==> src/rtl/spy_pkg.sv <==
package spy_pkg;
    localparam int ADDR_W  = 16;
    localparam int DATA_W  = 8;
    localparam int SLOT_W  = 6;
    localparam int NSLOT   = 1 << SLOT_W;
    localparam int VID_REGS_W = 3;
    localparam int AUD_REGS_W = 5;

    localparam logic [SLOT_W-1:0] SLOT_SCROLL_HI = SLOT_W'(8);
    localparam logic [SLOT_W-1:0] SLOT_ADDR_HI   = SLOT_W'(9);
    localparam logic [SLOT_W-1:0] SLOT_PORT_RD0  = SLOT_W'(10);
    localparam logic [SLOT_W-1:0] SLOT_AUD_BASE  = SLOT_W'(32);

    localparam logic [VID_REGS_W-1:0] VID_STATUS = 3'd2;
    localparam logic [VID_REGS_W-1:0] VID_SCROLL = 3'd5;
    localparam logic [VID_REGS_W-1:0] VID_ADDR   = 3'd6;

    typedef struct packed {
        logic [ADDR_W-1:0] addr;
        logic [DATA_W-1:0] data;
        logic              rd;
    } access_t;

    typedef enum logic [1:0] {
        BUS_IDLE   = 2'd0,
        BUS_ACTIVE = 2'd1,
        BUS_COMMIT = 2'd2
    } bus_state_t;

    typedef enum logic {
        TGL_FIRST  = 1'b0,
        TGL_SECOND = 1'b1
    } tgl_state_t;

    function automatic logic in_video(input logic [ADDR_W-1:0] a);
        return a[ADDR_W-1:ADDR_W-3] == 3'b001;
    endfunction

    function automatic logic in_audio(input logic [ADDR_W-1:0] a);
        return a[ADDR_W-1:AUD_REGS_W] == 11'b0100_0000_000;
    endfunction
endpackage

==> src/rtl/spy_bus_fsm.sv <==
module spy_bus_fsm
    import spy_pkg::*;
(
    input  logic              clk,
    input  logic              rst_n,
    input  logic              m2,
    input  logic              cpu_rw,
    input  logic [ADDR_W-1:0] cpu_addr,
    input  logic [DATA_W-1:0] cpu_data,
    output logic              cmt_valid,
    output access_t           cmt_acc
);
    bus_state_t state, state_nx;
    logic       m2_s;
    access_t    smp, held;

    // input sampling stage
    always_ff @(posedge clk) begin
        if (!rst_n) begin
            m2_s <= 1'b0;
            smp  <= '0;
        end else begin
            m2_s <= m2;
            smp  <= '{addr: cpu_addr, data: cpu_data, rd: cpu_rw};
        end
    end

    // latest sample while the strobe is high
    always_ff @(posedge clk) begin
        if (!rst_n) begin
            held <= '0;
        end else if (m2_s) begin
            held <= smp;
        end
    end

    always_comb begin
        state_nx = state;
        unique case (state)
            BUS_IDLE:   state_nx = m2_s ? BUS_ACTIVE : BUS_IDLE;
            BUS_ACTIVE: state_nx = m2_s ? BUS_ACTIVE : BUS_COMMIT;
            BUS_COMMIT: state_nx = m2_s ? BUS_ACTIVE : BUS_IDLE;
            default:    state_nx = BUS_IDLE;
        endcase
    end

    always_ff @(posedge clk) begin
        if (!rst_n) state <= BUS_IDLE;
        else        state <= state_nx;
    end

    always_comb begin
        cmt_valid = (state == BUS_COMMIT);
        cmt_acc   = held;
    end
endmodule

==> src/rtl/spy_toggle.sv <==
module spy_toggle
    import spy_pkg::*;
(
    input  logic clk,
    input  logic rst_n,
    input  logic flip,
    input  logic clear,
    output logic second
);
    tgl_state_t state, state_nx;

    always_comb begin
        state_nx = state;
        unique case (state)
            TGL_FIRST:  state_nx = (flip && !clear) ? TGL_SECOND : TGL_FIRST;
            TGL_SECOND: state_nx = (flip || clear) ? TGL_FIRST : TGL_SECOND;
            default:    state_nx = TGL_FIRST;
        endcase
    end

    always_ff @(posedge clk) begin
        if (!rst_n) state <= TGL_FIRST;
        else        state <= state_nx;
    end

    always_comb second = (state == TGL_SECOND);
endmodule

==> src/rtl/spy_decode.sv <==
module spy_decode
    import spy_pkg::*;
#(
    parameter logic [ADDR_W-1:0] SEL_ADDR = 16'h5800
) (
    input  logic              vld,
    input  access_t           acc,
    input  logic              tgl_second,
    output logic              slot_we,
    output logic [SLOT_W-1:0] slot_idx,
    output logic              tgl_flip,
    output logic              tgl_clear,
    output logic              sel_we
);
    logic [VID_REGS_W-1:0] vreg;
    logic [AUD_REGS_W-1:0] areg;
    logic                  vid, aud;

    always_comb begin
        vreg      = acc.addr[VID_REGS_W-1:0];
        areg      = acc.addr[AUD_REGS_W-1:0];
        vid       = in_video(acc.addr);
        aud       = in_audio(acc.addr);
        slot_we   = 1'b0;
        slot_idx  = '0;
        tgl_flip  = 1'b0;
        tgl_clear = 1'b0;
        sel_we    = vld && !acc.rd && (acc.addr == SEL_ADDR);
        if (vld && vid && !acc.rd) begin
            slot_we = 1'b1;
            if (vreg == VID_SCROLL || vreg == VID_ADDR) begin
                tgl_flip = 1'b1;
                if (tgl_second)
                    slot_idx = (vreg == VID_SCROLL) ? SLOT_SCROLL_HI : SLOT_ADDR_HI;
                else
                    slot_idx = SLOT_W'(vreg);
            end else begin
                slot_idx = SLOT_W'(vreg);
            end
        end else if (vld && vid && acc.rd) begin
            tgl_clear = (vreg == VID_STATUS);
        end else if (vld && aud && !acc.rd) begin
            slot_we  = 1'b1;
            slot_idx = SLOT_AUD_BASE | SLOT_W'(areg);
        end else if (vld && aud && acc.rd && areg[AUD_REGS_W-1:1] == 4'b1011) begin
            slot_we  = 1'b1;
            slot_idx = SLOT_PORT_RD0 | SLOT_W'(areg[0]);
        end
    end
endmodule

==> src/rtl/spy_shadow.sv <==
module spy_shadow
    import spy_pkg::*;
(
    input  logic              clk,
    input  logic              rst_n,
    input  logic              we,
    input  logic [SLOT_W-1:0] widx,
    input  logic [DATA_W-1:0] wdata,
    input  logic [SLOT_W-1:0] ridx,
    output logic [DATA_W-1:0] rdata
);
    logic [DATA_W-1:0] mem [NSLOT];

    for (genvar g = 0; g < NSLOT; g++) begin : g_slot
        always_ff @(posedge clk) begin
            if (!rst_n)
                mem[g] <= '0;
            else if (we && widx == SLOT_W'(g))
                mem[g] <= wdata;
        end
    end

    assign rdata = mem[ridx];
endmodule

==> src/rtl/cpu_reg_spy.sv <==
module cpu_reg_spy
    import spy_pkg::*;
#(
    parameter logic [ADDR_W-1:0] SEL_ADDR = 16'h5800,
    parameter logic [ADDR_W-1:0] RB_ADDR  = 16'h5801
) (
    input  logic              clk,
    input  logic              rst_n,
    input  logic              m2,
    input  logic              cpu_rw,
    input  logic [ADDR_W-1:0] cpu_addr,
    input  logic [DATA_W-1:0] cpu_data,
    output logic [DATA_W-1:0] rb_data,
    output logic              rb_drive
);
    logic              cmt_valid;
    access_t           cmt_acc;
    logic              tgl_second, tgl_flip, tgl_clear;
    logic              slot_we, sel_we;
    logic [SLOT_W-1:0] slot_idx, sel_q;

    spy_bus_fsm i_bus (
        .clk(clk), .rst_n(rst_n), .m2(m2), .cpu_rw(cpu_rw),
        .cpu_addr(cpu_addr), .cpu_data(cpu_data),
        .cmt_valid(cmt_valid), .cmt_acc(cmt_acc)
    );

    spy_decode #(.SEL_ADDR(SEL_ADDR)) i_dec (
        .vld(cmt_valid), .acc(cmt_acc), .tgl_second(tgl_second),
        .slot_we(slot_we), .slot_idx(slot_idx),
        .tgl_flip(tgl_flip), .tgl_clear(tgl_clear), .sel_we(sel_we)
    );

    spy_toggle i_tgl (
        .clk(clk), .rst_n(rst_n), .flip(tgl_flip), .clear(tgl_clear),
        .second(tgl_second)
    );

    spy_shadow i_mem (
        .clk(clk), .rst_n(rst_n), .we(slot_we), .widx(slot_idx),
        .wdata(cmt_acc.data), .ridx(sel_q), .rdata(rb_data)
    );

    always_ff @(posedge clk) begin
        if (!rst_n)      sel_q <= '0;
        else if (sel_we) sel_q <= cmt_acc.data[SLOT_W-1:0];
    end

    assign rb_drive = m2 && cpu_rw && (cpu_addr == RB_ADDR);
endmodule

==> config.mk <==
export PLATFORM = sky130hd
export DESIGN_NAME = cpu_reg_spy
export DESIGN_NICKNAME = d
export VERILOG_FILES = /design/src/rtl/spy_pkg.sv /design/src/rtl/spy_bus_fsm.sv /design/src/rtl/spy_toggle.sv /design/src/rtl/spy_decode.sv /design/src/rtl/spy_shadow.sv /design/src/rtl/cpu_reg_spy.sv
export SDC_FILE = /design/constraint.sdc
export NUM_CORES = 1
export LEC_CHECK = 0
export ABC_CLOCK_PERIOD_IN_PS = 3900
export CELL_PAD_IN_SITES_DETAIL_PLACEMENT = 0
export CELL_PAD_IN_SITES_GLOBAL_PLACEMENT = 2
export CORE_MARGIN = 4
export CORE_UTILIZATION = 40
export DETAILED_ROUTE_END_ITERATION = 10
export HOLD_SLACK_MARGIN = 0.15
export PLACE_DENSITY = 0.8
export SLEW_MARGIN = 5
export SYNTH_ARGS = -nofsm -noshare
export SYNTH_HDL_FRONTEND = slang
export SYNTH_HIERARCHICAL = 1
export SYNTH_SLANG_ARGS = --single-unit
==> constraint.sdc <==
create_clock -name clk -period 3.9 [get_ports clk]
set_input_delay 0.39 -clock clk [delete_from_list [all_inputs] [get_ports clk]]
set_output_delay 0.39 -clock clk [all_outputs]
set_load 0.03 [all_outputs]
### After elaboration in Yosys (flattened, before gate mapping)

Memory sizes are Yosys's and may differ from the RTL's. A register that Yosys moved wholly into a read port is not among the register bits.
Cells that the tools add are included.

* output and inout port bits: 9
* memory bits (writable): 512
* flip-flop bits (word level): 60
* logic and storage cells: 512
* memories: 1

* reduce and logical (&&, ||, !) cells: 83
* eq/ne operators: 73
* multiplexer cells: 280
* bitwise operators: 65

Memories
* i_mem.mem: depth 64, width 8, read ports 1, clocked after memory_dff 1, wr ports 64, line spy_shadow.sv:12 `logic [DATA_W-1:0] mem [NSLOT];`

Operators by type and width (count)
* $mux 8: 64
* $mux 1: 205
* $eq 6x6->1 const B: 32
* $eq 6x5->1 const B: 16
* $logic_and 1x1->1: 76
* $or 1x1->1: 64
* $eq 6x4->1 const B: 8
* $mux 6: 7
* $eq 16x15->1 const B: 2
* $eq 6x3->1 const B: 4
* $eq 6x2->1 const B: 2
* $eq 11x10->1 const B: 1
* $eq 3x3->1 const B: 2
* $eq 6x1->1 const B: 1
* $logic_not 6->1: 1
* $eq 4x4->1 const B: 1
* $mux 4: 1
* $pmux 2 s2: 1
* $eq 3x1->1 const B: 1
* $eq 3x2->1 const B: 1
* $eq 2x1->1 const B: 1
* $eq 2x2->1 const B: 1
* $logic_not 1->1: 2
* $logic_not 2->1: 1
* 5 further kinds: 6

### Logic depth before layout (Yosys ltp)

* word-level depth: 14
* mapped depth: 11
* gate-level depth less buffers: 9

### By module

The synthesis kept the hierarchy.

By module, submodules not included
* spy_shadow: area each 23729.0 µm², instances 1, seq. area each 15374.7 µm², cells an instance 1572
* spy_bus_fsm: area each 1724.2 µm², instances 1, seq. area each 1061.0 µm², cells an instance 142
* spy_decode: area each 315.3 µm², instances 1, seq. area each 0.0 µm², cells an instance 43
* cpu_reg_spy: area each 282.8 µm², instances 1, seq. area each 120.1 µm², cells an instance 26
* spy_toggle: area each 41.3 µm², instances 1, seq. area each 20.0 µm², cells an instance 3

### Least setup slack after synthesis

Ideal clock, no wire load.

* path type: register to register
* start: register i_bus.state[1]
* end: memory i_mem.mem[7][0], enable pin
* data required time: 3516 ps
* buffers on the path: 2
* cell stages (with the launch flop): 9
* library setup time: 384 ps
* arrival time: 2516 ps
* clock period less this slack: 2900 ps
* path slack: 1000 ps
* cell sequence: dfxtp_1 > nor2b_1 > nor2b_1 > nand4_1 > o22ai_1 > or3b_1 > clkbuf_1 > clkbuf_1 > o21ai_0

RTL lines
* start: declaration: line spy_bus_fsm.sv:13 `bus_state_t state, state_nx;`
* start signal: assignment: line spy_bus_fsm.sv:49 `else state <= state_nx;`
* end: declaration: line spy_shadow.sv:12

==> results.toml <==
[cts]
cts_tree = "done"
cts_hold_buf = 0
max-clock-path-buffers = 3
cts_sinks = 572
numCtsBuffers = 59
cts-root-buf = "clkbuf_16"
worstSkewPairLatency_ns = 0.63
clk_pin_slew_ns = 0.06
htreeDepth = 2

[critical_path]
crit_path_max_incr_delay_ns = 0.62
arrival_ns = 3.51
path_cells = "buf_12, mux4_1, o221ai_1, o21ai_0, a22o_1, clkdlybuf4s50_1"
cp_max_fo = 8
cp-end-kind = "output pin"
critPathRequiredTime_ns = 3.51
path_class = "flip-flop to output pin"
cp-start-kind = "flip-flop"
crit_slowest_cell = "clkdlybuf4s50_1"

[route]
vias = 15100
routedWlPerCell_um = 24.9
avgViaCountPerCell = 5.43
postRouteAntennaNets = 0
wirelength_um = 69400
drcViolationCount = 0
drt_pass1_iterations = 5
drtIter0Drc = 1599

[synthesis]
synth_edf_count = 512
synth_area_um2 = 26100
async_reset_ff_share_pct = 0
mappedNetlistNets = 1814
ys.flop_type = "edfxtp_1"
ys_seq_elements = 572
avgSynthCellArea_um2 = 14.6
yosys.cell_types.count = 60
yosysWarnings = 6
synth_seq_area_share_pct = 63.5
syn_inst = 1786

[timing]
drv_slew = 0
skew_ns = 0.0173
tightestPinTransition_ns = 1.27
max_slew_margin_pct = 14.6
fmax_mhz = 257
finalSetupViolations = 0
hold_violations = 0
rsz0062_at_grt = "no"
post-route-period-util_pct = 100
period_minus_slack_ns = 3.90

[pwr]
switching_share_pct = 20.8
p_total_mw = 12.9
powerDensity_nw_per_um2 = 431
p_clk_share_pct = 42.5
ir_drop_mv = 0.321
switchingPower_mw = 2.69
p_int_mw = 10.2
p_leak_nw = 10.3
power_frac_comb_pct = 3.4
seqPwrFrac_pct = 54.1

[cells_and_area]
regArea_um2 = 16600
layout_common_cells = "and2_1, edfxtp_1, buf_4, mux4_2, o21ai_0"
syn_to_final_growth_pct = 14.8
fin_util_pct = 46.5
drive_gt1_share_pct = 20.0
multi_input_area_um2 = 8910
final_common_cell = "and2_1"
num_antenna_cells = 0
fillers = 5631
layout.nets = 1915

[global_routing]
grt_pass1_vias = 15300
grt_pass1_wl_um = 103000
antenna_found_initial = 0
grt_overflow = 0
gr-usage-all-layers_pct = 19.8
grt_max_degree = 82

[run_status]
status = "complete, no violations"

[placement]
gp_congestion = 0.842
hpwl_um = 45400
io_buffers = 36

[floorplan]
start_util_pct = 40.5
coreArea_um2 = 64500
pin_count = 37
die_w_um = 263
dieArea_um2 = 69400
die_y_um = 263
fp-row-count = 93

[job]
drv_cap = 0

[min_path]
worstHoldPathType = "input pin to flip-flop"
[power by group through the flow]
stage	clock [mW]	sequential (mW)	combinational [mW]
4_1_cts	5.60	6.98	0.433
3_3_place_gp	0	7.11	0.423
5_1_grt	5.84	7.00	0.463
3_5_place_dp	0	7.11	0.431
6_report	5.49	6.98	0.432
2_1_floorplan	0	7.03	0.257
[cells in the mapped netlist, drive strengths merged, types with 4 or more instances]
| library cell | n | area [um^2] |
|---|---|---|
| nor3 | 10 | 60.1 |
| nor2 | 73 | 299 |
| a22oi | 12 | 90.1 |
| inv | 4 | 15.0 |
| and2 | 541 | 3380 |
| o211ai | 8 | 65.1 |
| mux2 | 14 | 158 |
| nor4 | 8 | 56.3 |
| nand3 | 9 | 45.0 |
| buf | 49 | 375 |
| nand2b | 6 | 37.5 |
| mux4 | 120 | 2730 |
| nand4 | 10 | 62.6 |
| clkbuf | 75 | 282 |
| nor4b | 5 | 50.0 |
| o22ai | 25 | 156 |
| mux2i | 45 | 450 |
| a21oi | 6 | 30.0 |
| o221ai | 7 | 61.3 |
| dfxtp | 60 | 1200 |
| nor2b | 43 | 269 |
| nand2 | 26 | 97.6 |
| edfxtp | 512 | 15400 |
| o21ai | 77 | 385 |
| a221oi | 7 | 61.3 |
[critical path: cells and delay by family, from the launching register on]
family                 cells  cell delay (ns)
AO/OA/AOI/OAI              3             1.01
buffers and inverters      2             0.80
multiplexers               1             0.61
flip-flops                 1             0.45
[cell type report]
cell class	instances	area share, %
multi-input combinational	1086	29.8
clock inverter	34	1.07
tap	855	3.57
sequential	572	55.4
inverter	4	0.0501
timing repair buffer	164	5.00
clock buffer	73	5.11
[sequential cells by signal, indices dropped and copies added (netlist names)]
register / cells
i_bus/cmt_acc: 25
i_bus/m2_s: 1
i_bus/smp: 25
i_bus/state: 2
i_mem/mem: 512
i_tgl/second: 1
sel_q: 6
[through the flow]
stage / TNS, ns / instance area [um^2] / setup slack [ns] / hold WS, ns / cells
3_5_place_dp: 0 / 27900 / 0.226 / 0.432 / 2675
5_1_grt: 0 / 29900 / 0.00200 / 0.341 / 2788
3_3_place_gp: 0 / 27900 / 0.243 / 0.437 / 2674
4_1_cts: -0.00779 / 29900 / -0.00779 / 0.310 / 2788
2_1_floorplan: 0 / 26100 / 1.00 / 0.409 / 1786
6_report: 0 / 29900 / 0.00187 / 0.348 / 2788
[metal layers]
layer  GRT usage [%]  part of all wire [%]  vias up  routed length, um
li1                -                     -     6804                  -
met1            29.1                    44     7717              30700
met2            30.9                    46      520              31800
met3            2.69                   6.7      107               4670
met4            6.20                   3.1        0               2170
met5               0                     0        -                  0
[what timing repair did]
| item | 4_1_cts | 5_1_grt |
|---|---|---|
| endpoints found under the hold margin | 0 | 0 |
| endpoints found under the setup margin | 8 | 6 |
| setup buffers | 6 | 0 |
| pin swaps | 0 | 1 |
| resized for setup | 6 | 12 |
[worst paths after layout]
kind	from	endpoint	slack, ns	cells after the start
worst max-delay path	sel_q[0]$_SDFFE_PN0P_	rb_data[1]	0.002	6
worst min-delay path	cpu_data[1]	i_bus/smp[2]$_SDFF_PN0_	0.35	2
worst max register to register	i_bus/cmt_acc[0]$_SDFFE_PN0P_	i_mem/mem[32][3]$_SDFFCE_PN0P_	0.42	6
worst min register to register	i_bus/state[1]$_SDFF_PN0_	i_bus/state[1]$_SDFF_PN0_	0.44	1
[cells by family after synthesis]
family / after synthesis / synth area share (%)
XOR/XNOR: 2 / 0.0671
buffers and inverters: 128 / 2.58
AO/OA/AOI/OAI: 156 / 3.72
multiplexers: 179 / 12.8
AND/OR/NAND/NOR: 749 / 17.3
flip-flops: 572 / 63.5
(Power assumes the default switching activity.)
